`config.mk`:
```
export PLATFORM = sky130hd
export DESIGN_NAME = bb_alias_xlate
export DESIGN_NICKNAME = d
export VERILOG_FILES = /design/src/rtl/bb_pkg.sv /design/src/rtl/bb_decode.sv /design/src/rtl/bb_bitop.sv /design/src/rtl/bb_ctrl.sv /design/src/rtl/bb_alias_xlate.sv
export SDC_FILE = /design/constraint.sdc
export NUM_CORES = 1
export LEC_CHECK = 0
export BUFFER_PORTS_ARGS = -buffer_cell sky130_fd_sc_hd__buf_4
export CAP_MARGIN = 20
export CORE_MARGIN = 4
export CORE_UTILIZATION = 43
export CTS_CLUSTER_DIAMETER = 120
export DETAILED_ROUTE_END_ITERATION = 7
export PLACE_DENSITY = 0.72
export SYNTH_ARGS = -nofsm -noshare
export SYNTH_HDL_FRONTEND = slang
export SYNTH_SLANG_ARGS = --single-unit
```
`constraint.sdc`:
```
create_clock -name clk -period 4.25 [get_ports clk]
set_input_delay 0.6375 -clock clk [delete_from_list [all_inputs] [get_ports clk]]
set_output_delay 0.6375 -clock clk [all_outputs]
set_load 0.005 [all_outputs]
```
`src/rtl/bb_pkg.sv`:
```
package bb_pkg;

  // Controller sequence states
  typedef enum logic [1:0] {
    ST_IDLE = 2'd0,
    ST_WAIT = 2'd1,
    ST_CAP  = 2'd2,
    ST_FIN  = 2'd3
  } bb_state_e;

  // Kind of access accepted in the idle state
  typedef enum logic [1:0] {
    K_PLAIN    = 2'd0,
    K_ALIAS_RD = 2'd1,
    K_ALIAS_WR = 2'd2
  } bb_kind_e;

endpackage

```
`src/rtl/bb_decode.sv`:
```
// Alias region decode and reverse address mapping
module bb_decode #(
  parameter int unsigned ADDR_W    = 32,
  parameter int unsigned DATA_W    = 32,
  parameter int unsigned TOP_W     = 4,
  parameter int unsigned ALIAS_BIT = 25,
  parameter int unsigned SPAN_W    = 20,
  parameter logic [ADDR_W-1:0] REGION_A = 32'h2000_0000,
  parameter logic [ADDR_W-1:0] REGION_B = 32'h4000_0000,
  localparam int unsigned IDX_W    = $clog2(DATA_W),
  localparam int unsigned WORD_LSB = $clog2(DATA_W / 8)
) (
  input  logic [ADDR_W-1:0] addr,
  output logic              alias_hit,
  output logic [ADDR_W-1:0] word_addr,
  output logic [IDX_W-1:0]  bit_idx
);

  localparam int unsigned TOP_LSB = ADDR_W - TOP_W;
  localparam int unsigned N_REG   = 2;
  localparam logic [ADDR_W-1:0] TOP_MASK =
    {{TOP_W{1'b1}}, {(ADDR_W - TOP_W){1'b0}}};
  localparam logic [ADDR_W-1:0] SPAN_MASK =
    {{(ADDR_W - SPAN_W){1'b0}}, {(SPAN_W - WORD_LSB){1'b1}}, {WORD_LSB{1'b0}}};

  logic [N_REG-1:0] region_hit;

  for (genvar g = 0; g < N_REG; g++) begin : g_region
    localparam logic [ADDR_W-1:0] BASE = (g == 0) ? REGION_A : REGION_B;
    assign region_hit[g] = (addr[ADDR_W-1:TOP_LSB] == BASE[ADDR_W-1:TOP_LSB]);
  end

  assign alias_hit = (|region_hit) && addr[ALIAS_BIT] &&
                     (addr[TOP_LSB-1:ALIAS_BIT+1] == '0);
  assign word_addr = (addr & TOP_MASK) | ((addr >> IDX_W) & SPAN_MASK);
  assign bit_idx   = addr[WORD_LSB +: IDX_W];

endmodule

```
`src/rtl/bb_bitop.sv`:
```
// Single-bit insert and extract on a data word
module bb_bitop #(
  parameter int unsigned DATA_W = 32,
  localparam int unsigned IDX_W = $clog2(DATA_W)
) (
  input  logic [DATA_W-1:0] word_in,
  input  logic [IDX_W-1:0]  bit_idx,
  input  logic              set_val,
  output logic [DATA_W-1:0] word_out,
  output logic              bit_out
);

  always_comb begin
    word_out          = word_in;
    word_out[bit_idx] = set_val;
    bit_out           = word_in[bit_idx];
  end

endmodule

```
`src/rtl/bb_ctrl.sv`:
```
// Access sequencer with registered bus and memory outputs
module bb_ctrl #(
  parameter int unsigned ADDR_W = 32,
  parameter int unsigned DATA_W = 32
) (
  input  logic              clk,
  input  logic              rst,
  input  logic              up_req,
  input  logic              up_we,
  input  logic [ADDR_W-1:0] up_addr,
  input  logic [DATA_W-1:0] up_wdata,
  input  logic              alias_hit,
  input  logic [ADDR_W-1:0] word_addr,
  input  logic [DATA_W-1:0] mem_rdata,
  input  logic [DATA_W-1:0] merged,
  input  logic              bit_out,
  output logic [DATA_W-1:0] up_rdata,
  output logic              up_ready,
  output logic              mem_en,
  output logic              mem_we,
  output logic [ADDR_W-1:0] mem_addr,
  output logic [DATA_W-1:0] mem_wdata
);
  import bb_pkg::*;

  bb_state_e state;
  bb_kind_e  kind;

  always_ff @(posedge clk) begin
    if (rst) begin
      state     <= ST_IDLE;
      kind      <= K_PLAIN;
      up_ready  <= 1'b0;
      up_rdata  <= '0;
      mem_en    <= 1'b0;
      mem_we    <= 1'b0;
      mem_addr  <= '0;
      mem_wdata <= '0;
    end else begin
      up_ready <= 1'b0;
      mem_en   <= 1'b0;
      mem_we   <= 1'b0;
      case (state)
        ST_IDLE: begin
          if (up_req && !up_ready) begin
            mem_en   <= 1'b1;
            mem_addr <= alias_hit ? word_addr : up_addr;
            if (!alias_hit) begin
              kind <= K_PLAIN;
              if (up_we) begin
                mem_we    <= 1'b1;
                mem_wdata <= up_wdata;
                state     <= ST_FIN;
              end else begin
                state <= ST_WAIT;
              end
            end else begin
              kind  <= up_we ? K_ALIAS_WR : K_ALIAS_RD;
              state <= ST_WAIT;
            end
          end
        end
        ST_WAIT: state <= ST_CAP;
        ST_CAP: begin
          if (kind == K_ALIAS_WR) begin
            mem_en    <= 1'b1;
            mem_we    <= 1'b1;
            mem_wdata <= merged;
            state     <= ST_FIN;
          end else begin
            up_ready <= 1'b1;
            up_rdata <= (kind == K_ALIAS_RD) ? {{(DATA_W-1){1'b0}}, bit_out} : mem_rdata;
            state    <= ST_IDLE;
          end
        end
        ST_FIN: begin
          up_ready <= 1'b1;
          state    <= ST_IDLE;
        end
        default: state <= ST_IDLE;
      endcase
    end
  end

endmodule

```
`src/rtl/bb_alias_xlate.sv`:
```
// Top: bit-band alias translator between a word bus and a word memory
module bb_alias_xlate #(
  parameter int unsigned ADDR_W    = 32,
  parameter int unsigned DATA_W    = 32,
  parameter int unsigned TOP_W     = 4,
  parameter int unsigned ALIAS_BIT = 25,
  parameter int unsigned SPAN_W    = 20,
  parameter logic [ADDR_W-1:0] REGION_A = 32'h2000_0000,
  parameter logic [ADDR_W-1:0] REGION_B = 32'h4000_0000
) (
  input  logic              clk,
  input  logic              rst,
  input  logic              up_req,
  input  logic              up_we,
  input  logic [ADDR_W-1:0] up_addr,
  input  logic [DATA_W-1:0] up_wdata,
  output logic [DATA_W-1:0] up_rdata,
  output logic              up_ready,
  output logic              mem_en,
  output logic              mem_we,
  output logic [ADDR_W-1:0] mem_addr,
  output logic [DATA_W-1:0] mem_wdata,
  input  logic [DATA_W-1:0] mem_rdata
);

  localparam int unsigned IDX_W = $clog2(DATA_W);

  logic              alias_hit;
  logic [ADDR_W-1:0] word_addr;
  logic [IDX_W-1:0]  bit_idx;
  logic [DATA_W-1:0] merged;
  logic              bit_out;

  bb_decode #(
    .ADDR_W(ADDR_W), .DATA_W(DATA_W), .TOP_W(TOP_W), .ALIAS_BIT(ALIAS_BIT),
    .SPAN_W(SPAN_W), .REGION_A(REGION_A), .REGION_B(REGION_B)
  ) u_decode (
    .addr      (up_addr),
    .alias_hit (alias_hit),
    .word_addr (word_addr),
    .bit_idx   (bit_idx)
  );

  // Only bit 0 of the store data is used
  bb_bitop #(.DATA_W(DATA_W)) u_bitop (
    .word_in  (mem_rdata),
    .bit_idx  (bit_idx),
    .set_val  (up_wdata[0]),
    .word_out (merged),
    .bit_out  (bit_out)
  );

  bb_ctrl #(.ADDR_W(ADDR_W), .DATA_W(DATA_W)) u_ctrl (
    .clk       (clk),
    .rst       (rst),
    .up_req    (up_req),
    .up_we     (up_we),
    .up_addr   (up_addr),
    .up_wdata  (up_wdata),
    .alias_hit (alias_hit),
    .word_addr (word_addr),
    .mem_rdata (mem_rdata),
    .merged    (merged),
    .bit_out   (bit_out),
    .up_rdata  (up_rdata),
    .up_ready  (up_ready),
    .mem_en    (mem_en),
    .mem_we    (mem_we),
    .mem_addr  (mem_addr),
    .mem_wdata (mem_wdata)
  );

endmodule

```
==> results of run 1 <==
-- report_power, final --
part / internal [mW] / switching [mW] / total, mW
combinational: 0.216 / 0.241 / 0.457
clock: 0.578 / 0.366 / 0.943
sequential: 1.03 / 0.0369 / 1.06
total: 1.82 / 0.643 / 2.46
-- state kept, by name, summed over array words and instances, names as in the netlist --
name,count
u_ctrl.kind,2
u_ctrl.mem_addr,32
u_ctrl.mem_en,1
u_ctrl.mem_wdata,32
u_ctrl.mem_we,1
u_ctrl.state,2
u_ctrl.up_rdata,32
u_ctrl.up_ready,1
-- layer usage --
metal  share of wire  up-vias
met4           0.030        0
li1                -     2529
met3           0.094       48
met1            0.41     2514
met2            0.47      303
met5               0        -
-- synth_stat cells, drive strengths merged (2+ instances only) --
library cell	number
dfxtp	103
nand3	95
nand2	79
a21oi	74
clkbuf	43
nor2	33
o21ai	33
o211ai	32
mux2i	29
a211oi	19
buf	12
a22oi	10
nand2b	5
nor2b	5
nor3	4
o22ai	4
and3b	3
mux4	3
nand3b	3
nor3b	3
or3b	3
or4b	2
-- worst paths after layout --
path              slack [ns]                    to           startpoint
hold / removal          0.46   u_ctrl.up_rdata[22]  u_ctrl.up_rdata[22]
hold reg to reg         0.46   u_ctrl.up_rdata[22]  u_ctrl.up_rdata[22]
setup reg to reg        1.85   u_ctrl.up_rdata[10]      u_ctrl.state[1]
setup / recovery        1.72  u_ctrl.mem_wdata[25]          up_addr[31]
-- kinds of logic (layout without fill, tap and decap cells) --
kind of cell | count (synthesis) | in the layout | synth area share
AOI/OAI and AO/OA | 177 | 177 | 0.2187
xor gates and xnor gates | 1 | 1 | 0.001778
muxes | 32 | 32 | 0.07264
DFF | 103 | 103 | 0.4186
and+or+nand+nor | 242 | 242 | 0.2375
buffers and inverters | 56 | 222 | 0.05080
-- worst max-delay path, stage by stage --
cell      delay [ns]
buf_4           0.12
or4b_4          0.54
o31a_1          0.40
a21boi_4        0.75
nand2_1         0.17
a21oi_1         0.17
-- through the flow --
step	total power, mW	utilization
after floorplan	1.298	-
after global placement	1.524	0.5797
after detailed placement	1.537	0.5811
after CTS	2.475	0.6116
after global routing	2.566	0.6130
final	2.464	0.6130
-- area by class of cell --
type | instances | area [µm²]
Clock buffer | 11 | 232.7
Clock inverter | 5 | 103.9
Fill cell | 981 | 4269
Inverter | 1 | 3.754
Multi-Input combinational cell | 452 | 2630
Sequential cell | 103 | 2062
Tap cell | 140 | 175.2
Timing Repair Buffer | 205 | 1554
==> flow_summary.ini, run 1 <==
[floorplanning]
core_um2 = 11030
start_util = 0.4466
die_h_um = 115.0
num_rows = 38
die_w_um = 115.0
die_area_um2 = 13230
boundaryPins = 199

[cells_and_area]
design_area_um2 = 6761
diodes = 0
area_growth_syn_to_layout_pct = 37.26
most-common-layout-cells = 203 x buf_4, 103 x dfxtp_1, 95 x nand3_1
drive_above_1_share = 0.2999
nets = 872
final_common_cell = buf_4
fin_cells = 917

[logic_synthesis]
yosysTopAreaCell = dfxtp_1
synthTopCellsByArea = dfxtp_1 42%, nand3_1 9.7%, a21oi_1 7.5%
yosysSeqAreaShare = 0.4186
syn_area_um2 = 4926
synth_edf_count = 0
yosys.area.top_type_share = 0.4186
ys_warn_count = 0
syn_avg_cell_area_um2 = 8.062
syn_inst = 611
syn_nets = 711
synth-seq-cells = 103
async_reset_ff_frac = 0
synth.distinct_cells = 42
ys.flop_type = dfxtp_1

[grt]
gr-max-usage-layer = met2
grt_max_degree = 104
grt.met1_usage = 0.3269
grt.overflow.total = 0
track_usage = 0.2523
grt_use_met3 = 0.06368
grt_pass1_vias = 5219
gr-usage-met2 = 0.4051
grt_pass1_wl_um = 26830
grt_antenna_before_repair = 0

[sta]
worst_pin_slew_ns = 1.064
drv_slew = 0
fin_crit_ns = 2.531
period_share = 0.5955
tns_ns = 0
fmax_mhz = 395.1
skew_ns = 0.006735
relSlewSlack = 0.2909
rsz0062_at_grt = no
fin_ws_ns = 1.719
whs_ns = 0.4553
hold_viol = 0
setup_viol = 0

[clock_tree]
cts_resized = 0
root_buffer = clkbuf_16
postCtsSetupRepairBufs = 0
htree_levels = 3
worstSkewPairLatency_ns = 0.34
numClockSinks = 103
postCtsHoldBufs = 0
cts_buffers = 9
path_clk_slew_ns = 0.07
cts_tree = built
clockBufferDepth = 2

[placement]
io_buffers = 198
dp_hpwl_um = 12550
gp_congestion = 0.9208
placedInstanceArea_um2 = 6410
dpl.cell_count = 900
dp_slack_ns = 1.379

[power_and_ir_drop]
powerDensity_nw_per_um2 = 364.4
p_leak_nw = 2.677
ir_drop_mv = 0.2222

[detailed_routing]
routed_wl_um = 17510
first_iter_violations = 634
vias_per_cell = 5.882
vias = 5394
first_pass_iters = 6
drc_errors = 0
routedWlPerCell_um = 19.09
ant_nets = 0

[worst_setup_path]
path_max_fanout = 32
crit_required_ns = 4.51
path_class = in2reg
arrival_ns = 2.79
r2r_cells = 6
start_kind = primary input
cp-end-kind = register

[flow_run]
maxCapViolations = 0

[outcome]
outcome = finished clean

[min_path]
whs_path_depth = 2
worst_hold_path_type = reg2reg
No activity file was read; power rests on OpenSTA's default activity.
==> run 2, diff against run 1 <==
Settings changed: ABC_AREA set to 1, PLACE_DENSITY 0.72 to 0.74.
Clock period 4.25 ns to 2.1 ns, I/O delays scaled along.
==> flow_summary.ini, run 2 <==
[outcome]
outcome = finished clean

[sta]
skew_ns = 0.009167
hold_viol = 0
setup_viol = 0
rsz0062_at_grt = no
drv_slew = 0
relSlewSlack = 0.6334
tns_ns = 0
fin_ws_ns = 0.3493
fmax_mhz = 571.2
period_share = 0.8337
fin_crit_ns = 1.751
worst_pin_slew_ns = 0.5492

[cells_and_area]
diodes = 0
final_common_cell = buf_4
nets = 1053
area_growth_syn_to_layout_pct = 34.23
post-route-util = 0.5990
top_regs = u_ctrl.mem_addr x32, u_ctrl.mem_wdata x32, u_ctrl.up_rdata x32
most-common-layout-cells = 210 x buf_4, 193 x nand2_1, 104 x nor2_1
drive_above_1_share = 0.2516
fill_cells = 1159

[detailed_routing]
drc_errors = 0
first_iter_violations = 627
routedWlPerCell_um = 15.53
vias_per_cell = 5.209
ant_nets = 0
first_pass_iters = 6
vias = 5735
routed_wl_um = 17100

[power_and_ir_drop]
p_total_mw = 5.116
p_leak_nw = 3.476
powerDensity_nw_per_um2 = 735.4
ir_drop_mv = 0.4188

[floorplanning]
boundaryPins = 199
start_util = 0.4462
die_area_um2 = 13870
core_um2 = 11610
num_rows = 39
die_w_um = 117.8
die_h_um = 117.8

[worst_setup_path]
reg2reg_from = u_ctrl.state[0]
path_max_fanout = 33
worstReg2RegEnd = u_ctrl.mem_wdata[31]
path_class = reg2reg
r2r_cells = 8
crit_required_ns = 2.38
crit_slowest_cell = inv_2
path_cells = nor2_2 > nand2_2 > clkinv_4 > nand2_4 > o21ai_4 > inv_2 > nor2_1 > nor2_1
cpMostUsedCell = nor2_1
r2r_slack_ns = 0.35
arrival_ns = 2.03
critical_path.max_stage_delay_ns = 0.39
start_kind = register
critPathLaunch = u_ctrl.state[0]
crit_end = u_ctrl.mem_wdata[31]
cp-end-kind = register

[logic_synthesis]
yosys.area.top_type_share = 0.3979
ys_warn_count = 0
synth.most_common_cell = nand2_1
synth-seq-cells = 103
syn_area_um2 = 5182
yosysSeqAreaShare = 0.3979
async_reset_ff_frac = 0
syn_avg_cell_area_um2 = 6.610
netlist_top_cells_count = 193 x nand2_1, 104 x nor2_1, 103 x dfxtp_1, 85 x o21ai_0, 69 x a21oi_1
syn_nets = 884
synth.distinct_cells = 25
synthTopCellsByArea = dfxtp_1 40%, nand2_1 14%, o21ai_0 8.2%
synth_edf_count = 0
syn_inst = 784
yosysTopAreaCell = dfxtp_1
ys.flop_type = dfxtp_1

[grt]
grt.overflow.total = 0
grt_max_degree = 67
grt_pass1_vias = 5198
grt_antenna_before_repair = 0
track_usage = 0.2399
grt_pass1_wl_um = 27360

[flow_run]
maxCapViolations = 0

[min_path]
worst_hold_path_type = in2reg
whs_path_depth = 3

[placement]
dp_slack_ns = 0.2210
dp_hpwl_um = 12860
io_buffers = 198
gp_congestion = 0.9348

[clock_tree]
postCtsHoldBufs = 0
worstSkewPairLatency_ns = 0.35
numClockSinks = 103
path_clk_slew_ns = 0.07
cts_resized = 0
root_buffer = clkbuf_16
clockBufferDepth = 2
postCtsSetupRepairBufs = 0
cts_tree = built
cts_buffers = 9
htree_levels = 3
[run 2: changes by cell type after synthesis, moves of 12 or more]
cell / change
nand3_1: -45
nor3_1: +17
o21ai_0: +53
inv_1: +52
nand2_1: +114
nor2_1: +71
a211oi_1: -19
buf_2: +12
o211ai_1: -14
mux2i_1: -29
o31ai_1: +19
clkbuf_1: -14
[run 2: per-stage QoR]
step                      cells  cell area, µm²  hold slack, ns
after floorplan             784            5182          0.4557
after global placement     1085            6689          0.4537
after detailed placement   1085            6689          0.4587
after CTS                  1101            6957          0.2028
after global routing       1101            6957          0.2208
final                      1101            6957          0.2153
[run 2: critical path, delay by kind of cell (launching register included)]
| family | cells | cell delay (ns) |
|---|---|---|
| buf+inv | 2 | 0.62 |
| simple gates | 5 | 0.61 |
| flops | 1 | 0.37 |
| compound gates | 1 | 0.07 |
[run 2: final cells by class]
| class | count | area, µm² | share of cell area |
|---|---|---|---|
| Tap cell | 143 | 178.9 | 0.02572 |
| Sequential cell | 103 | 2062 | 0.2964 |
| Clock buffer | 11 | 232.7 | 0.03345 |
| Clock inverter | 5 | 35.03 | 0.005036 |
| Multi-Input combinational cell | 568 | 2620 | 0.3766 |
| Timing Repair Buffer | 211 | 1597 | 0.2295 |
| Inverter | 60 | 231.5 | 0.03327 |
[run 2: how the worst min path moves through the flow]
stage	start	to	slack [ns]
after floorplan	mem_rdata[16]	u_ctrl.up_rdata[16]	0.46
after global placement	u_ctrl.up_rdata[19]	u_ctrl.up_rdata[19]	0.45
after detailed placement	u_ctrl.up_rdata[15]	u_ctrl.up_rdata[15]	0.46
after CTS	up_addr[1]	u_ctrl.mem_addr[1]	0.20
after global routing	up_addr[20]	u_ctrl.mem_addr[20]	0.22
final	up_addr[0]	u_ctrl.mem_addr[0]	0.22
[run 2: logic make-up (layout without fill, tap and decap cells)]
kind of cell / after synthesis / after routing / share of synthesized area
xor gates and xnor gates: 1 / 1 / 0.001690
buffers and inverters: 113 / 287 / 0.09657
and+or+nand+nor: 374 / 374 / 0.2960
AOI/OAI and AO/OA: 193 / 193 / 0.2079
DFF: 103 / 103 / 0.3979
[run 2: layer usage]
layer / GRT usage / part of all wire / vias up
met4: 0.07033 / 0.019 / 0
met2: 0.3600 / 0.44 / 209
met1: 0.3457 / 0.47 / 2601
li1: - / - / 2901
met5: 0 / 0 / -
met3: 0.05190 / 0.071 / 24
[run 2: where the power goes]
| part | internal, mW | switching (mW) |
|---|---|---|
| clock | 0.805 | 0.730 |
| combinational | 0.593 | 0.721 |
| sequential | 2.16 | 0.110 |
| total | 3.56 | 1.56 |
==> run 3, diff against run 2 <==
Settings changed: ABC_AREA 1 to 0, PLACE_DENSITY 0.74 to 0.72.
Clock period 2.1 ns to 1.7 ns, I/O delays scaled along.
==> flow_summary.ini, run 3 (same netlist as run 1, synthesis figures left out) <==
[outcome]
outcome = finished clean

[detailed_routing]
vias_per_cell = 5.725
vias = 5462
routed_wl_um = 18010
drc_errors = 0
first_iter_violations = 582
first_pass_iters = 5
routedWlPerCell_um = 18.88
ant_nets = 0

[worst_setup_path]
arrival_ns = 1.93
crit_slowest_cell = nor4b_4
cp-end-kind = register
path_class = reg2reg
start_kind = register
path_max_fanout = 16
critPathLaunch = u_ctrl.state[0]
critical_path.max_stage_delay_ns = 0.38
path_cells = nor4b_4 > nand2_2 > o21ai_4 > buf_12 > clkbuf_16 > o211ai_1 > a21oi_1
worst-path-buf-inv = 2
reg2reg_from = u_ctrl.state[0]
critical-path-top-delay-family = simple AND/OR/NAND/NOR gates
r2r_slack_ns = 0.05
crit_required_ns = 1.98

[power_and_ir_drop]
powerDensity_nw_per_um2 = 857.4
switchingPower_mw = 1.641
power.share.clock = 0.359
ir_drop_mv = 0.5309
swShare = 0.2676
p_comb_frac = 0.208
p_total_mw = 6.132
p_seq_frac = 0.433
p_leak_nw = 2.888
intPower_mw = 4.491

[clock_tree]
htree_levels = 3
cts_tree = built
clockBufferDepth = 2
root_buffer = clkbuf_16
path_clk_slew_ns = 0.07
numClockSinks = 103
cts_buffers = 9
worstSkewPairLatency_ns = 0.35
postCtsHoldBufs = 0

[min_path]
min_from = up_addr[0]
worst_hold_path_type = in2reg

[sta]
whs_ns = 0.1556
fmax_mhz = 605.0
setup_viol = 0
tns_ns = 0
skew_ns = 0.005994
period_share = 0.9723
drv_slew = 0
hold_viol = 0
fin_ws_ns = 0.04701
fin_crit_ns = 1.653
relSlewSlack = 0.5749
worst_pin_slew_ns = 0.6363

[cells_and_area]
nets = 910
diodes = 0
post-route-util = 0.6484
fill_cells = 962
area_growth_syn_to_layout_pct = 45.19
most-common-layout-cells = 234 x buf_4, 101 x dfxtp_1, 95 x nand3_1
top_regs = u_ctrl.mem_addr x32, u_ctrl.mem_wdata x32, u_ctrl.up_rdata x32
drive_above_1_share = 0.3378
final_common_cell = buf_4

[placement]
dp_hpwl_um = 13200
io_buffers = 198
dp_slack_ns = -0.1896
gp_congestion = 0.8971

[grt]
track_usage = 0.2592
grt.overflow.total = 0
grt_max_degree = 63
grt_pass1_wl_um = 27210
grt_antenna_before_repair = 0
grt_pass1_vias = 5325

[floorplanning]
core_um2 = 11030
start_util = 0.4466
die_h_um = 115.0
die_w_um = 115.0
boundaryPins = 199
die_area_um2 = 13230
num_rows = 38

[flow_run]
maxCapViolations = 0
-- run 3: power groups by stage --
stage / Clock, mW / Combinational [mW] / Sequential, mW
after floorplan: 0 / 0.533 / 2.71
after global placement: 0 / 1.19 / 2.70
after detailed placement: 0 / 1.21 / 2.71
after CTS: 2.24 / 1.22 / 2.66
after global routing: 2.33 / 1.38 / 2.68
final: 2.20 / 1.27 / 2.66
-- run 3: final cells by class --
class	count	area, µm²	share of cell area
multi-input combinational	452	2646	0.3700
timing repair buffer	243	1952	0.2729
inverter	1	3.754	0.0005248
tap	140	175.2	0.02449
sequential	103	2064	0.2887
clock inverter	5	81.33	0.01137
clock buffer	10	229.0	0.03202
-- run 3: timing repair --
item                       CTS  global route
setup endpoints to repair    9            31
pin swaps                    0             1
buffers inserted             0             2
resized for setup            1             5
gates cloned                 0             3
-- run 3: worst register-to-register path: cells and delay by family, from the launching register on --
kind / cells / cell delay (ns)
DFF: 1 / 0.34
buffers and inverters: 2 / 0.33
AOI/OAI and AO/OA: 3 / 0.42
and+or+nand+nor: 2 / 0.49
-- run 3: final timing paths --
path | to | depth (start not counted)
hold / removal | u_ctrl.mem_addr[0] | 3
setup reg to reg | u_ctrl.mem_wdata[15] | 7
hold reg to reg | u_ctrl.up_rdata[19] | 2
setup / recovery | u_ctrl.mem_wdata[15] | 7
-- run 3: routing by layer --
metal	global-route usage	routed length (µm)
met1	0.3226	7284
met2	0.4313	8546
met3	0.05895	1615
met4	0.1103	564
met5	0	0
-- run 3: metrics by stage --
stage	area, µm²	std cells
2_1_floorplan	4928	611
3_3_place_gp	6720	934
3_5_place_dp	6720	934
4_1_cts	7034	949
5_1_grt	7152	954
6_report	7152	954
